### src/rtl/simt_pkg.sv
package simt_pkg;
    typedef enum logic [1:0] {
        OP_SAVE    = 2'd0,
        OP_RESTORE = 2'd1,
        OP_NARROW  = 2'd2,
        OP_BRANCH  = 2'd3
    } simt_op_e;
endpackage

### src/rtl/simt_stack_store.sv
module simt_stack_store #(
    parameter int LANES = 8,
    parameter int DEPTH = 4,
    parameter int AW    = 16,
    localparam int SPW  = $clog2(DEPTH + 1)
) (
    input  logic             clk,
    input  logic             rst_n,
    input  logic [SPW-1:0]   sp,
    input  logic [1:0]       wr_cnt,
    input  logic [LANES-1:0] wr0_mask,
    input  logic [AW-1:0]    wr0_addr,
    input  logic [LANES-1:0] wr1_mask,
    input  logic [AW-1:0]    wr1_addr,
    output logic [LANES-1:0] top_mask,
    output logic [AW-1:0]    top_addr
);
    logic [LANES-1:0] ent_mask [DEPTH];
    logic [AW-1:0]    ent_addr [DEPTH];
    logic [SPW-1:0]   sp_up;

    assign sp_up = sp + SPW'(1);

    for (genvar g = 0; g < DEPTH; g++) begin : g_ent
        always_ff @(posedge clk or negedge rst_n) begin
            if (!rst_n) begin
                ent_mask[g] <= '0;
                ent_addr[g] <= '0;
            end else if (wr_cnt != 2'd0 && sp == SPW'(g)) begin
                ent_mask[g] <= wr0_mask;
                ent_addr[g] <= wr0_addr;
            end else if (wr_cnt == 2'd2 && sp_up == SPW'(g)) begin
                ent_mask[g] <= wr1_mask;
                ent_addr[g] <= wr1_addr;
            end
        end
    end

    always_comb begin
        top_mask = ent_mask[0];
        top_addr = ent_addr[0];
        for (int i = 0; i < DEPTH; i++) begin
            if (sp == SPW'(i + 1)) begin
                top_mask = ent_mask[i];
                top_addr = ent_addr[i];
            end
        end
    end
endmodule

### src/rtl/simt_op_eval.sv
module simt_op_eval
    import simt_pkg::*;
#(
    parameter int LANES = 8,
    parameter int DEPTH = 4,
    parameter int AW    = 16,
    localparam int SPW  = $clog2(DEPTH + 1)
) (
    input  simt_op_e         op,
    input  logic [LANES-1:0] cond,
    input  logic [AW-1:0]    addr_a,
    input  logic [AW-1:0]    addr_b,
    input  logic [LANES-1:0] cur_mask,
    input  logic [SPW-1:0]   sp,
    input  logic [LANES-1:0] top_mask,
    input  logic [AW-1:0]    top_addr,
    output logic [1:0]       push_n,
    output logic             pop,
    output logic [LANES-1:0] nxt_mask,
    output logic             redir,
    output logic [AW-1:0]    rpc,
    output logic             set_ovf,
    output logic             set_unf,
    output logic [LANES-1:0] w0_mask,
    output logic [AW-1:0]    w0_addr,
    output logic [LANES-1:0] w1_mask,
    output logic [AW-1:0]    w1_addr
);
    logic [SPW-1:0]   room;
    logic [SPW-1:0]   need;
    logic [LANES-1:0] narrowed;
    logic [LANES-1:0] taken;
    logic [LANES-1:0] other;

    assign room     = SPW'(DEPTH) - sp;
    assign narrowed = cur_mask & cond;
    assign taken    = cur_mask & cond;
    assign other    = cur_mask & ~cond;
    assign need     = (taken != '0 && other != '0) ? SPW'(2) : SPW'(1);

    always_comb begin
        push_n   = 2'd0;
        pop      = 1'b0;
        nxt_mask = cur_mask;
        redir    = 1'b0;
        rpc      = top_addr;
        set_ovf  = 1'b0;
        set_unf  = 1'b0;
        w0_mask  = cur_mask;
        w0_addr  = addr_a;
        w1_mask  = other;
        w1_addr  = addr_b;
        unique case (op)
            OP_SAVE: begin
                if (room == '0) set_ovf = 1'b1;
                else            push_n  = 2'd1;
            end
            OP_RESTORE: begin
                if (sp == '0) begin
                    set_unf = 1'b1;
                end else begin
                    pop      = 1'b1;
                    nxt_mask = top_mask;
                    redir    = 1'b1;
                end
            end
            OP_NARROW: begin
                if (narrowed != '0) begin
                    nxt_mask = narrowed;
                end else if (sp == '0) begin
                    set_unf = 1'b1;
                end else begin
                    pop      = 1'b1;
                    nxt_mask = top_mask;
                    redir    = 1'b1;
                end
            end
            OP_BRANCH: begin
                if (need > room) begin
                    set_ovf = 1'b1;
                end else begin
                    push_n = need[1:0];
                    if (taken != '0) begin
                        nxt_mask = taken;
                    end else begin
                        nxt_mask = other;
                        redir    = 1'b1;
                        rpc      = addr_b;
                    end
                end
            end
            default: ;
        endcase
    end
endmodule

### src/rtl/simt_mask_stack.sv
module simt_mask_stack
    import simt_pkg::*;
#(
    parameter int LANES = 8,
    parameter int DEPTH = 4,
    parameter int AW    = 16,
    localparam int SPW  = $clog2(DEPTH + 1)
) (
    input  logic             clk,
    input  logic             rst_n,
    input  logic             op_valid,
    input  logic [1:0]       op_code,
    input  logic [LANES-1:0] op_cond,
    input  logic [AW-1:0]    op_addr,
    input  logic [AW-1:0]    op_else_addr,
    output logic             busy,
    output logic [LANES-1:0] exec_mask,
    output logic             redirect_valid,
    output logic [AW-1:0]    redirect_pc,
    output logic             stack_empty,
    output logic             stack_full,
    output logic             overflow_err,
    output logic             underflow_err
);
    typedef struct packed {
        logic             busy;
        simt_op_e         op;
        logic [LANES-1:0] cond;
        logic [AW-1:0]    a;
        logic [AW-1:0]    b;
        logic [LANES-1:0] mask;
        logic [SPW-1:0]   sp;
        logic             ovf;
        logic             unf;
        logic             rv;
        logic [AW-1:0]    rpc;
    } state_t;

    state_t st_d, st_q;

    logic [LANES-1:0] top_mask, ev_mask, w0_mask, w1_mask;
    logic [AW-1:0]    top_addr, ev_rpc, w0_addr, w1_addr;
    logic [1:0]       ev_push, wr_cnt;
    logic             ev_pop, ev_redir, ev_ovf, ev_unf;

    simt_op_eval #(.LANES(LANES), .DEPTH(DEPTH), .AW(AW)) u_eval (
        .op       (st_q.op),
        .cond     (st_q.cond),
        .addr_a   (st_q.a),
        .addr_b   (st_q.b),
        .cur_mask (st_q.mask),
        .sp       (st_q.sp),
        .top_mask (top_mask),
        .top_addr (top_addr),
        .push_n   (ev_push),
        .pop      (ev_pop),
        .nxt_mask (ev_mask),
        .redir    (ev_redir),
        .rpc      (ev_rpc),
        .set_ovf  (ev_ovf),
        .set_unf  (ev_unf),
        .w0_mask  (w0_mask),
        .w0_addr  (w0_addr),
        .w1_mask  (w1_mask),
        .w1_addr  (w1_addr)
    );

    assign wr_cnt = st_q.busy ? ev_push : 2'd0;

    simt_stack_store #(.LANES(LANES), .DEPTH(DEPTH), .AW(AW)) u_store (
        .clk      (clk),
        .rst_n    (rst_n),
        .sp       (st_q.sp),
        .wr_cnt   (wr_cnt),
        .wr0_mask (w0_mask),
        .wr0_addr (w0_addr),
        .wr1_mask (w1_mask),
        .wr1_addr (w1_addr),
        .top_mask (top_mask),
        .top_addr (top_addr)
    );

    always_comb begin
        st_d    = st_q;
        st_d.rv = 1'b0;
        if (!st_q.busy) begin
            if (op_valid) begin
                st_d.busy = 1'b1;
                st_d.op   = simt_op_e'(op_code);
                st_d.cond = op_cond;
                st_d.a    = op_addr;
                st_d.b    = op_else_addr;
            end
        end else begin
            st_d.busy = 1'b0;
            st_d.mask = ev_mask;
            st_d.sp   = st_q.sp + SPW'(ev_push) - SPW'(ev_pop);
            st_d.ovf  = st_q.ovf | ev_ovf;
            st_d.unf  = st_q.unf | ev_unf;
            st_d.rv   = ev_redir;
            if (ev_redir) st_d.rpc = ev_rpc;
        end
    end

    always_ff @(posedge clk or negedge rst_n) begin
        if (!rst_n) begin
            st_q      <= '0;
            st_q.op   <= OP_SAVE;
            st_q.mask <= '1;
        end else begin
            st_q <= st_d;
        end
    end

    assign busy           = st_q.busy;
    assign exec_mask      = st_q.mask;
    assign redirect_valid = st_q.rv;
    assign redirect_pc    = st_q.rpc;
    assign stack_empty    = (st_q.sp == '0);
    assign stack_full     = (st_q.sp == SPW'(DEPTH));
    assign overflow_err   = st_q.ovf;
    assign underflow_err  = st_q.unf;
endmodule

### config.mk
export PLATFORM = sky130hd
export DESIGN_NAME = simt_mask_stack
export DESIGN_NICKNAME = d
export VERILOG_FILES = /design/src/rtl/simt_pkg.sv /design/src/rtl/simt_stack_store.sv /design/src/rtl/simt_op_eval.sv /design/src/rtl/simt_mask_stack.sv
export SDC_FILE = /design/constraint.sdc
export NUM_CORES = 1
export LEC_CHECK = 0
export BUFFER_PORTS_ARGS = -buffer_cell sky130_fd_sc_hd__buf_4
export CELL_PAD_IN_SITES_DETAIL_PLACEMENT = 1
export CELL_PAD_IN_SITES_GLOBAL_PLACEMENT = 1
export CORE_AREA = 2 2 149 151
export DETAILED_ROUTE_END_ITERATION = 8
export DIE_AREA = 0 0 151 153
export GPL_TIMING_DRIVEN = 0
export MAX_ROUTING_LAYER = met4
export PLACE_DENSITY_LB_ADDON = 0.1
export RECOVER_POWER = 25
export SLEW_MARGIN = 10
export SYNTH_ARGS = -nofsm -noshare
export SYNTH_HDL_FRONTEND = slang
export SYNTH_SLANG_ARGS = --single-unit
### constraint.sdc
create_clock -name clk -period 4.1 [get_ports clk]
set_input_delay 0.82 -clock clk [delete_from_list [all_inputs] [get_ports clk]]
set_output_delay 0.82 -clock clk [all_outputs]
set_load 0.005 [all_outputs]
**Word level (Yosys, flattened, before mapping)**

Cells that the tools add are included.

- Output and inout port bits: 30
- Word-level logic and storage cells: 117
- Register bits: 169
- Bits of input ports: 45

- Bitwise gates (word level): 6
- Eq/ne operators: 12
- Multiplexer cells: 51
- $lt $le $gt $ge: 1
- Add/subtract/negate cells: 4
- Reduce and logical (&&, ||, !) cells: 24

Operators by type and width:

| cell | count |
|---|---|
| $mux W16 | 15 |
| $mux W8 | 15 |
| $mux W43 | 1 |
| $pmux W8 S3 | 1 |
| $mux W17 | 1 |
| $and A8 B8 Y8 | 2 |
| $reduce_bool A8 Y1 | 2 |
| $eq A3 B2 Y1 const B | 4 |
| $mux W1 | 10 |
| $reduce_bool A2 Y1 | 5 |
| $logic_and A1 B1 Y1 | 9 |
| $logic_not A3 Y1 | 3 |
| $not A8 Y8 | 1 |
| $eq A2 B2 Y1 const B | 3 |
| $eq A3 B1 Y1 const B | 2 |
| $mux W2 | 3 |
| $pmux W1 S2 | 3 |
| $pmux W2 S2 | 1 |
| $reduce_and A2 Y1 | 2 |
| $add A3 B1 Y3 const B | 1 |
| $add A3 B2 Y3 | 1 |
| $eq A3 B3 Y1 const B | 1 |
| $gt A3 B3 Y1 | 1 |
| $pmux W1 S3 | 1 |
| other kinds (9) | 10 |

**Logic depth before layout (Yosys ltp)**

Gate-level depths: netlist of the first run.

- Depth after elaboration: 13
- Depth in mapped cells: 22
- Mapped depth without buffers: 17

**Hierarchy**

Synthesis of the first run repeated with hierarchy kept, for this count alone.

- Cell total of the unflattened synthesis: 861
- Area, all modules: 9770.6 µm²

By module, submodules not included:

| module | sequential area each (µm²) | area each (µm²) | cells an instance | instances |
|---|---|---|---|---|
| simt_stack_store | 2402.3 | 5338.9 | 513 | 1 |
| simt_mask_stack | 1836.8 | 3169.3 | 196 | 1 |
| simt_op_eval | 0.0 | 1262.5 | 152 | 1 |

**Worst setup path after synthesis of the first run**

Ideal clock, no wire load.

- Kind: reg-to-reg
- From: register st_q (netlist bit exec_mask[5])
- To: register st_q[21] in the netlist's numbering
- Arrival time: 3.875 ns
- Setup time: 0.125 ns
- Data required time: 3.975 ns
- Slack: 0.100 ns
- Path buffers: 4
- Cell stages (with the launch flop): 20
- Period minus slack after synthesis: 4.000 ns
- Cell sequence: dfstp_2 > a22oi_1 > and4_1 > buf_4 > o21bai_1 > buf_2 > inv_2 > buf_2 > ha_1 > nor2b_1 > o211ai_2 > buf_2 > nand2_1 > or3_1 > ha_1 > inv_1 > fa_1 > xor2_1 > nand2_1 > xnor2_1

- Word-level cells in the longest chain between the ends: 9
- Elaborated cells between the ends (all ways): 13
- Those cells by class: 2 x add/sub; 1 x order compare; 5 x mux; 2 x bitwise; 3 x reduce/logical

Ends and longest elaborated chain:

| element | line | RTL |
|---|---|---|
| from (decl) | simt_mask_stack.sv:39 | `state_t st_d, st_q;` |
| from (signal assigned) | simt_mask_stack.sv:111 | `st_q <= st_d;` |
| $and A8 B8 Y8, on equally long branches | simt_op_eval.sv:36, simt_op_eval.sv:37, simt_op_eval.sv:38 |  |
| $reduce_bool A8 Y1, on equally long branches | simt_op_eval.sv:39, simt_op_eval.sv:68 |  |
| $logic_and A1 B1 Y1 | simt_op_eval.sv:39 | `assign need = (taken != '0 && other != '0) ? SPW'(2) : SPW'(1);` |
| $mux W2 | simt_op_eval.sv:39 |  |
| $gt A3 B3 Y1 | simt_op_eval.sv:79 | `if (need > room) begin` |
| $mux W2 | simt_op_eval.sv:79 |  |
| $pmux W2 S2 | simt_op_eval.sv:53 | `unique case (op)` |
| $add A3 B2 Y3 | simt_mask_stack.sv:97 | `st_d.sp = st_q.sp + SPW'(ev_push) - SPW'(ev_pop);` |
| $sub A3 B1 Y3 * | simt_mask_stack.sv:97 |  |

Mark *: on every way between the ends. The rest lies on a longest branch, timed or not.
A chain may end at the register's enable or synchronous reset.

**Worst setup path in the final report of the first run**

- From: register st_q[68] in the netlist's numbering
- To: register u_store.ent_mask[2] in the netlist's numbering

- Word-level cells in the longest chain between the ends: 12
- Elaborated cells between the ends (all ways): 17
- Those cells by class: 1 x order compare; 1 x eq/ne; 5 x mux; 3 x bitwise; 7 x reduce/logical

Ends and longest elaborated chain:

| element | line | RTL |
|---|---|---|
| $not A8 Y8 | simt_op_eval.sv:38 | `assign other = cur_mask & ~cond;` |
| $and A8 B8 Y8 | simt_op_eval.sv:38 |  |
| $reduce_bool A8 Y1 | simt_op_eval.sv:39 |  |
| $logic_and A1 B1 Y1 * | simt_op_eval.sv:39 |  |
| $mux W2 * | simt_op_eval.sv:39 |  |
| $gt A3 B3 Y1 | simt_op_eval.sv:79 |  |
| $mux W2 * | simt_op_eval.sv:79 |  |
| $pmux W2 S2 * | simt_op_eval.sv:53 |  |
| $mux W2 * | simt_mask_stack.sv:68 | `assign wr_cnt = st_q.busy ? ev_push : 2'd0;` |
| $eq A2 B2 Y1 / $reduce_bool A2 Y1 (equally long branches) | simt_stack_store.sv:32, simt_stack_store.sv:29 |  |
| $logic_and A1 B1 Y1, on equally long branches | simt_stack_store.sv:32, simt_stack_store.sv:29 |  |
| $reduce_bool A2 Y1 (no source line) / $mux W8 (equally long branches) | - |  |
| to (signal, indexed assignment) | simt_stack_store.sv:30 | `ent_mask[g] <= wr0_mask;` |
| to (signal, indexed assignment) | simt_stack_store.sv:33 | `ent_mask[g] <= wr1_mask;` |
| to (decl) | simt_stack_store.sv:18 | `logic [LANES-1:0] ent_mask [DEPTH];` |

Marked as above.

==> results of run 1 <==
==> repair_timing <==
action	CTS	global route
buffers inserted	11	1
endpoints found under the setup margin	117	85
pin swaps	1	5
gates resized for setup	5	18
==> registers in the layout (all words and copies together), names as in the netlist <==
name	flops
exec_mask	8
redirect_valid	1
underflow_err	1
busy	1
u_store.ent_mask	32
redirect_pc	16
overflow_err	1
u_store.ent_addr	64
st_q	45
==> cell families (layout without fill, tap and decap cells) <==
group	count (synthesis)	in the layout	synth area share
xor gates and xnor gates	2	2	0.001918
buffers and inverters	126	242	0.06782
adders and majority gates	20	20	0.02822
muxes	88	88	0.1093
DFF	169	169	0.4642
other	0	1	0
and+or+nand+nor	217	217	0.1134
AOI/OAI and AO/OA	297	297	0.2151
==> placed cells by master (no fill, tap or decap), types with 15 or more instances in the layout <==
cell / netlist / final
o31ai_1: 32 / 32
buf_4: 29 / 115
nand2_1: 30 / 30
o22ai_1: 15 / 15
nor2_1: 75 / 75
a21oi_1: 38 / 38
inv_1: 22 / 22
dfrtp_1: 161 / 157
clkbuf_16: 0 / 17
mux2_2: 62 / 62
nand2b_1: 20 / 20
a31oi_1: 64 / 64
clkbuf_1: 51 / 48
mux2i_1: 18 / 18
nand3_1: 58 / 58
ha_1: 19 / 18
o21ai_0: 70 / 69
a22o_1: 24 / 24
==> cell type report <==
| type | count | share of cell area |
|---|---|---|
| Sequential cell | 169 | 0.3928 |
| Clock inverter | 14 | 0.01702 |
| Multi-Input combinational cell | 624 | 0.3977 |
| Timing Repair Buffer | 87 | 0.06091 |
| Tap cell | 280 | 0.03243 |
| Inverter | 23 | 0.007991 |
| Antenna cell | 1 | 0.0002316 |
| Clock buffer | 17 | 0.03937 |
| Buffer | 101 | 0.05153 |
==> worst reg2reg max path: stages, from the launching register on <==
cell and delay, ps:
dfrtp_1 360, buf_2 180, a22oi_1 180, and4_1 230, buf_6 100, o21bai_1 100, buf_4 150, inv_2 70
buf_12 160, ha_4 260, nor2b_2 170, o211ai_2 120, buf_6 140, buf_4 160, a32oi_1 390, a21boi_1 820
a22o_1 280
==> metal layers <==
layer / track usage / vias to the layer above
met2: 0.4346 / 254
met4: 0.08189 / 0
met1: 0.3999 / 4109
li1: - / 3566
met3: 0.06806 / 49
met5: - / -
==> power groups by stage <==
stage	sequential [mW]	clock, mW	combinational [mW]
after floorplan	2.61	0	2.55
after global placement	2.79	0	3.76
after detailed placement	2.81	0	3.85
after CTS	2.69	1.74	4.16
after global routing	2.79	1.81	4.65
final	2.71	1.73	4.29
==> final timing paths <==
check | start | to | cells after the start
max | st_q[68] | u_store.ent_mask[2] | 16
min | rst_n | u_store.ent_mask[16] | 1
max reg2reg | st_q[68] | u_store.ent_mask[2] | 16
min reg2reg | underflow_err | underflow_err | 1
max in group asynchronous | rst_n | u_store.ent_addr[34] | 2
min in group clk | underflow_err | underflow_err | 1
==> metrics, run 1 <==
via count of the first global-routing pass approximately 8400; maximum number of pins on one net before global-route repair 104; leading cell types by total area after synthesis dfrtp_1 (44%), mux2_2 (7.6%), a31oi_1 (4.4%); endpoint kind of the worst setup timing path flop; proportion of layout cells with a drive suffix above 1 0.2522; area occupied by multi-input gates around 4300 um2; clock latency on the worst-skew pair 440 ps; Cell Chain, Critical Path buf_2, a22oi_1, and4_1, buf_6, o21bai_1, buf_4, inv_2, buf_12, ha_4, nor2b_2, o211ai_2, buf_6, buf_4, a32oi_1, a21boi_1, a22o_1; core region area 21490 um2; maximum clock frequency 0.2546 GHz; number of vias after detailed routing 7978; classification of the worst setup path reg2reg; crit-path max FO 11; clock tree from TritonCTS done; cts bufs inserted 17; share of total power in sequential cells 0.311; Routed met1 length approximately 14 mm; setup ws final 172.2 ps; placer's final routability congestion estimate 0.8649; result of the run finished, violations left; worst stage delay on the critical path 820 ps; placed instance area 10070 um2; first-iteration detailed-routing DRC count between 600 and 700; measured slew at the worst slew-check pin 2648 ps; DRC 0; slack of the worst reg-to-reg path 170 ps; height of the die 153 um; Pwr Density 808.6 nW/um2; critical path launch point type flop; post-layout net count 1088; Net Sw Power 3.701 mW; number of filler instances in the final layout 2444; most used standard cells in the synthesized netlist dfrtp_1 (161), nor2_1 (75), o21ai_0 (70); initial antenna violation count 1; first-pass GRT wire length a little under 50 mm; die area ~23000 um2; total setup violations reported at the end of the flow 0; Critical Path AT between 4000 and 5000 ps; buffering stage count on the worst path with inverters included 7; quantity of I/O buffers inserted on ports 74; Power Total 8.736 mW; Routed Antenna Nets 0; portion of total power attributed to the clock network 0.198; routed length per instance around 24 um; sequential element share of the synthesized area 0.4642; number of different library cells in the post-synthesis netlist between 50 and 60; Fin. Hold Viols 0; Clock Pin Slew Worst Setup and Hold Paths ~70 ps; metal2 WL 14.67 mm; Final TNS setup 0 ps; top layer reached by signal wires met4; finished layout cell area 10800 um2; most common cell in the netlist dfrtp_1; pre-CTS setup slack -557.8 ps; Final Slew Violations approximately 100; gate family responsible for the most delay along the worst path compound AO/OA/AOI/OAI gates; sequential standard cell area 4244 um2; residual overflow from global routing 0; depth of the CTS H-tree 4; switch share 0.4236; number of enable flip-flop cells after synthesis 0; share of synthesized registers carrying an async set or reset 1.000; area share of the largest cell type after synthesis 0.4412; wire length on met3 2.039 mm; total iterations of the first detailed-routing run 5; synthesized instance count a little over 900; number of hold-repair buffers added at the cts stage 0; number of placed I/O pins 75; clock root buffer clkbuf_16; die span in x 151 um; DP Wirelength ~21 mm; cell internal pwr 5.035 mW; overall routed net length ~31 mm; flip-flop and latch count after synthesis 169; vias per std cell 6.062; post-layout util 0.5029; post-layout minimum cycle time around 4000 ps; ys flop type dfrtp_1; area overhead of the layout relative to synthesis 18.30%; final setup skew 12.57 ps; Max Cap Violations 1; synth warn 0; Clock Tree Buf Depth 2; number of sinks handled by clock tree synthesis 169; worst IR drop on VDD 418.9 uV; Initial Utilization 0.4251; class of the tightest hold or removal check in2async; Leak Pwr 4.584 nW; biggest area consumer among synthesized cells dfrtp_1; placed insts 1274; number of standard cells in the layout, taps in and fillers out 1316; number of rows in the core area 54; required time reported for the critical path endpoint 4470 ps; Avg Synthesized Cell Area 9.937 um2; violated checks capacitance limit, slew limit; synthesized net count 984; Gate power share 0.491; final worst-path cycle share 0.9580; Hold Worst Slack around 330 ps; Max stage delay cell, worst path a21boi_1; overall track demand over capacity in global routing 0.2918; Relative slew margins -0.7652; area of the mapped netlist 9133 um2
Power figures use the tool's default switching activity.
==> run 2: changes to the inputs <==
Settings changed: CORE_AREA 2 2 149 151 to 2 2 146 148, DIE_AREA 0 0 151 153 to 0 0 148 150.
Clock period 4.1 ns to 4.8 ns, I/O delays scaled along.
==> run 2 against run 1 <==
Compared with the run above: the run still ends with capacitance limit, slew limit left; critical endpoint is now st_q[21]; largest power group unchanged; power decreased by 18%; largest cell class unchanged; cell count decreased by 0.99%; fmax decreased by 14%; clock skew decreased by 1.6 ps; clock-buffer cell count increased by 1; non-clock buffer count decreased by 8; wire length decreased by 2.4%.
==> metrics, run 2 (synthesized netlist as in run 1, its figures left out) <==
Relative slew margins -1.318 (-0.5524); clock tree from TritonCTS done; final worst-path cycle share 0.9535 (-0.004532); routed length per instance 23.53 um (-1.5%); class of the tightest hold or removal check reg2reg; Gate power share 0.469 (-0.022); maximum number of pins on one net before global-route repair 97 (-6.7%); required time reported for the critical path endpoint 5120 ps (+650 ps); DRC 0 (unchanged); Critical Path AT 4900 ps (+600 ps); Fin. Hold Viols 0 (unchanged); total setup violations reported at the end of the flow 0 (unchanged); flip-flop count of the largest register after layout 64 (unchanged); height of the die 150 um (-2.0%); most used cells in the layout excluding fill and tap cells dfrtp_1 (161), buf_4 (104), nor2_1 (75); die area 22200 um2 (-3.9%); number of vias after detailed routing 7949 (-0.36%); via count of the first global-routing pass 8276 (-1.1%); number of hold-repair buffers added at the cts stage 0 (unchanged); cts bufs inserted 17 (unchanged); core region area 20690 um2 (-3.7%); depth of the CTS H-tree 4 (unchanged); total iterations of the first detailed-routing run 5 (unchanged); crit-path max FO 11 (unchanged); classification of the worst setup path reg2reg; worst IR drop on VDD 364.7 uV (-13%); vias per std cell 6.101 (+0.63%); quantity of I/O buffers inserted on ports 74 (unchanged); number of rows in the core area 53 (-1.9%); die span in x 148 um (-2.0%); Clock Tree Buf Depth 2 (unchanged); first-pass GRT wire length 48.20 mm (-2.9%); largest registers u_store.ent_addr x64, st_q x45, u_store.ent_mask x32; Hold Worst Slack 476.9 ps (+144.6 ps); unrepaired setup endpoints after global routing false; Initial Utilization 0.4414 (+0.01635); violated checks capacitance limit, slew limit; measured slew at the worst slew-check pin 3476 ps (+828.5 ps); area overhead of the layout relative to synthesis 16.96%; Leak Pwr 4.530 nW (-1.2%); Routed Antenna Nets 0 (unchanged); Final TNS setup 0 ps (unchanged); antenna cells 0 (-1); Final Slew Violations 74 (-29%); initial antenna violation count 0 (-1); proportion of layout cells with a drive suffix above 1 0.2344 (-0.01774); clock root buffer clkbuf_16; number of sinks handled by clock tree synthesis 169 (unchanged); residual overflow from global routing 0 (unchanged); clock latency on the worst-skew pair 440 ps (about the same); DP Wirelength 21.00 mm (-0.58%); critical path launch point type flop; maximum clock frequency 0.2185 GHz (-14%); post-layout minimum cycle time 4577 ps (+648.8 ps); share of total power in sequential cells 0.332 (+0.021); Net Sw Power 3.056 mW (-17%); Pwr Density 671.7 nW/um2 (-17%); number of filler instances in the final layout 2343 (-4.1%); first-iteration detailed-routing DRC count 534 (-19%); switch share 0.4259 (+0.002271); result of the run finished, violations left; overall track demand over capacity in global routing 0.2945 (+0.002643); placer's final routability congestion estimate 0.8986 (+3.9%); endpoint kind of the worst setup timing path flop; commonest non-fill, non-tap cell in the layout dfrtp_1; post-layout net count 1080 (-0.74%); Max Cap Violations 1 (unchanged); cell internal pwr 4.119 mW (-18%); portion of total power attributed to the clock network 0.199 (about the same); overall routed net length 30.67 mm (-2.4%); Clock Pin Slew Worst Setup and Hold Paths 70 ps (about the same); largest register by flop count u_store.ent_addr; number of placed I/O pins 75 (unchanged); final setup skew 10.94 ps (-1.624 ps)
## run 2: cell count changes in the layout (fill, tap and decap cells not counted), sizes merged, moves of 2 or more
cell	change
buf	-12
clkbuf	+4
clkinv	+2
inv	-2
## run 2: area by class of cell
| type | instances | area, um2 | area share |
|---|---|---|---|
| Inverter | 23 | 86.33 | 0.008082 |
| Clock inverter | 14 | 165.2 | 0.01546 |
| Timing Repair Buffer | 77 | 603.1 | 0.05646 |
| Multi-Input combinational cell | 624 | 4274 | 0.4001 |
| Buffer | 103 | 540.5 | 0.05060 |
| Clock buffer | 18 | 429.2 | 0.04018 |
| Tap cell | 275 | 344.1 | 0.03221 |
| Sequential cell | 169 | 4239 | 0.3969 |
## run 2: worst paths after layout
path	startpoint	end	slack [ps]	cells past startpoint
max reg2reg	exec_mask[5]	st_q[21]	220	19
min in group asynchronous	rst_n	u_store.ent_mask[19]	1820	1
min reg2reg	underflow_err	underflow_err	480	1
max in group asynchronous	rst_n	u_store.ent_addr[14]	1000	1
min	underflow_err	underflow_err	480	1
max	exec_mask[5]	st_q[21]	220	19
## run 2: stage by stage
step	total power, mW	setup slack, ps	utilization	instance area, um2	std cells
after floorplan	4.407	800.2	-	9133	919
after global placement	5.576	163.0	0.4849	10030	1268
after detailed placement	5.668	71.32	0.4866	10070	1269
after CTS	7.119	42.06	0.5153	10660	1301
after global routing	7.612	12.24	0.5163	10680	1303
final	7.175	223.4	0.5163	10680	1303
## run 2: routing by layer
metal / global-route usage / up-vias / wire (um)
li1: - / 3549 / -
met4: 0.08952 / 0 / 647
met2: 0.4588 / 294 / 14280
met1: 0.4003 / 4049 / 13810
met3: 0.04390 / 57 / 1927
met5: - / - / 0
## run 2: worst max-delay path, cell delays in order (launching register included)
cell      delay, ps
dfstp_2         630
a22oi_1         140
and4_1          230
buf_4           170
o21bai_1        180
clkbuf_4        190
inv_2           120
clkbuf_4        260
ha_1            280
nor2b_1         160
o211ai_2        230
clkbuf_4        260
nand2_1          80
or3_1           380
ha_1            300
inv_1            50
fa_1            420
xor2_1          160
nand2_1          80
xnor2_1         130
## run 2: power by group through the flow
stage	Combinational (mW)	Clock (mW)	Sequential [mW]
final	3.37	1.43	2.38
after global routing	3.66	1.51	2.45
after CTS	3.30	1.45	2.37
after detailed placement	3.28	0	2.39
after global placement	3.20	0	2.37
after floorplan	2.18	0	2.23
## run 2: timing repair
item	in CTS	in global routing
setup endpoints to repair	0	1
setup buffers	0	2
resized for setup	0	3
==> run 3: changes to the inputs <==
Clock period 4.8 ns to 4.3 ns, I/O delays scaled along.
==> run 3 against run 2 <==
Compared with the run above: the run still ends with capacitance limit, slew limit left; utilization is 0.33 points higher; sequential share of layout area is 0.24 points lower; combinational power is 19% higher; clock-buffer cell count stayed put; power is 14% higher; hold slack worse by 2.0 ps; critical path type unchanged; critical endpoint unchanged; highest routed layer unchanged.
==> metrics, run 3 (synthesized netlist as in run 1, its figures left out) <==
result of the run finished, violations left; violated checks capacitance limit, slew limit; post-layout net count 1089 (+0.83%); number of rows in the core area 53 (unchanged); hold wc startpoint underflow_err; Max Cap Violations 1 (unchanged); proportion of layout cells with a drive suffix above 1 0.2469 (+0.01243); cts bufs inserted 17 (unchanged); Clock Tree Buf Depth 2 (unchanged); classification of the worst setup path reg2reg; area overhead of the layout relative to synthesis 17.71%; source of the critical timing path exec_mask[2]; DP Wirelength 21.00 mm (unchanged); slack of the worst reg-to-reg path 160 ps (-60 ps); quantity of I/O buffers inserted on ports 74 (unchanged); number of sinks handled by clock tree synthesis 169 (unchanged); Fin. Hold Viols 0 (unchanged); final worst-path cycle share 0.9622 (+0.008712); total iterations of the first detailed-routing run 5 (unchanged); critical path launch point type flop; vias per std cell 6.085 (-0.25%); number of placed I/O pins 75 (unchanged); class of the tightest hold or removal check reg2reg; total setup violations reported at the end of the flow 0 (unchanged); Pwr Density 762.3 nW/um2 (+13%); required time reported for the critical path endpoint 4630 ps (-490 ps); crit-path max FO 11 (unchanged); overall routed net length 31.05 mm (+1.3%); Final TNS setup 0 ps (unchanged); setup ws final 162.6 ps (-60.73 ps); final setup skew 11.04 ps (+0.09300 ps); die area 22200 um2 (unchanged); measured slew at the worst slew-check pin 1910 ps (-1566 ps); most used cells in the layout excluding fill and tap cells dfrtp_1 (160), buf_4 (115), nor2_1 (75); first-pass GRT wire length 48.29 mm (+0.20%); depth of the CTS H-tree 4 (unchanged); Leak Pwr 4.571 nW (+0.90%); die span in x 148 um (unchanged); via count of the first global-routing pass 8298 (+0.27%); antenna cells 0 (unchanged); endpoint kind of the worst setup timing path flop; clock tree from TritonCTS done; residual overflow from global routing 0 (unchanged); Final Slew Violations 75 (+1.4%); commonest non-fill, non-tap cell in the layout dfrtp_1; placed instance area 10070 um2 (unchanged); DRC 0 (unchanged); flip-flop count of the largest register after layout 64 (unchanged); Initial Utilization 0.4414 (unchanged); routed length per instance 23.67 um (+0.56%); number of vias after detailed routing 7984 (+0.44%); number of hold-repair buffers added at the cts stage 0 (unchanged); unrepaired setup endpoints after global routing true; Clock Pin Slew Worst Setup and Hold Paths 70 ps (about the same); launch instance of the worst register-to-register path exec_mask[2]; maximum number of pins on one net before global-route repair 97 (unchanged); overall track demand over capacity in global routing 0.2952 (+0.0007419); post-layout util 0.5196 (+0.003326); placer's final routability congestion estimate 0.8986 (unchanged); post-layout minimum cycle time 4137 ps (-439.3 ps); first-iteration detailed-routing DRC count 588 (+10%); Routed Antenna Nets 0 (unchanged); worst IR drop on VDD 428.8 uV (+18%); maximum clock frequency 0.2417 GHz (+11%); height of the die 150 um (unchanged); largest register by flop count u_store.ent_addr; initial antenna violation count 0 (unchanged); clock latency on the worst-skew pair 450 ps (about the same); Critical Path AT 4460 ps (-440 ps); Relative slew margins -0.2736 (+1.044); core region area 20690 um2 (unchanged); pre-CTS setup slack -428.7 ps (-500.0 ps); finished layout cell area 10750 um2 (+0.64%); clock root buffer clkbuf_16; largest registers u_store.ent_addr x64, st_q x45, u_store.ent_mask x32
run 3: cell count changes in the layout (fill, tap and decap cells not counted), sizes merged:
cell          before  now
buf              125  137
clkbuf            72   70
dlymetal6s4s       1    0
run 3: area by class of cell:
type	instances	area, um2
plain buffers	102	551.8
clock buffers	18	429.2
clock inverters	14	165.2
fillers	2339	9940
inverters	23	86.33
multi-input cells	624	4283
flip-flops and latches	169	4240
well taps	275	344.1
repair buffers	87	650.6
run 3: through the flow:
step           total power [mW]  std cells  hold slack [ps]
2_1_floorplan             4.920        919            466.3
3_3_place_gp              6.225       1268            464.4
3_5_place_dp              6.327       1269            466.6
4_1_cts                   8.078       1308            409.5
5_1_grt                   8.662       1312            515.8
6_report                  8.195       1312            475.0
run 3: layer usage:
layer | global-route usage | routed length, um
met1 | 0.4019 | 14020
met2 | 0.4595 | 14510
met3 | 0.04390 | 1869
met4 | 0.08952 | 652
met5 | - | 0
run 3: worst max-delay path, stage by stage, from the launching register on:
cell and delay [ps]:
dfstp_2 590, a22oi_1 80, and4_1 220, buf_6 140
o21bai_2 210, buf_4 150, inv_2 110, buf_6 190
ha_1 270, nor2b_1 160, o211ai_2 190, buf_6 150
nand2_1 60, or3_1 380, ha_1 300, inv_1 50
fa_1 420, xor2_1 140, nand2_1 80, xnor2_1 130
run 3: final timing paths:
kind                                         to  depth (start not counted)
min                               underflow_err                          1
max reg2reg                            st_q[21]                         19
min in group asynchronous  u_store.ent_mask[19]                          1
max                                    st_q[21]                         19
max in group asynchronous  u_store.ent_addr[33]                          2
min reg2reg                       underflow_err                          1
run 3: power by group:
| group | total (mW) | leakage, nW | switching [mW] | internal, mW |
|---|---|---|---|---|
| sequential | 2.58 | 2.11 | 0.413 | 2.17 |
| combinational | 4.01 | 2.19 | 2.34 | 1.67 |
| clock | 1.60 | 0.274 | 0.730 | 0.870 |
run 3: what timing repair did:
item	in CTS	in global routing
resized for setup	6	7
endpoints found under the setup margin	57	30
setup buffers	7	5
pin swaps	1	4
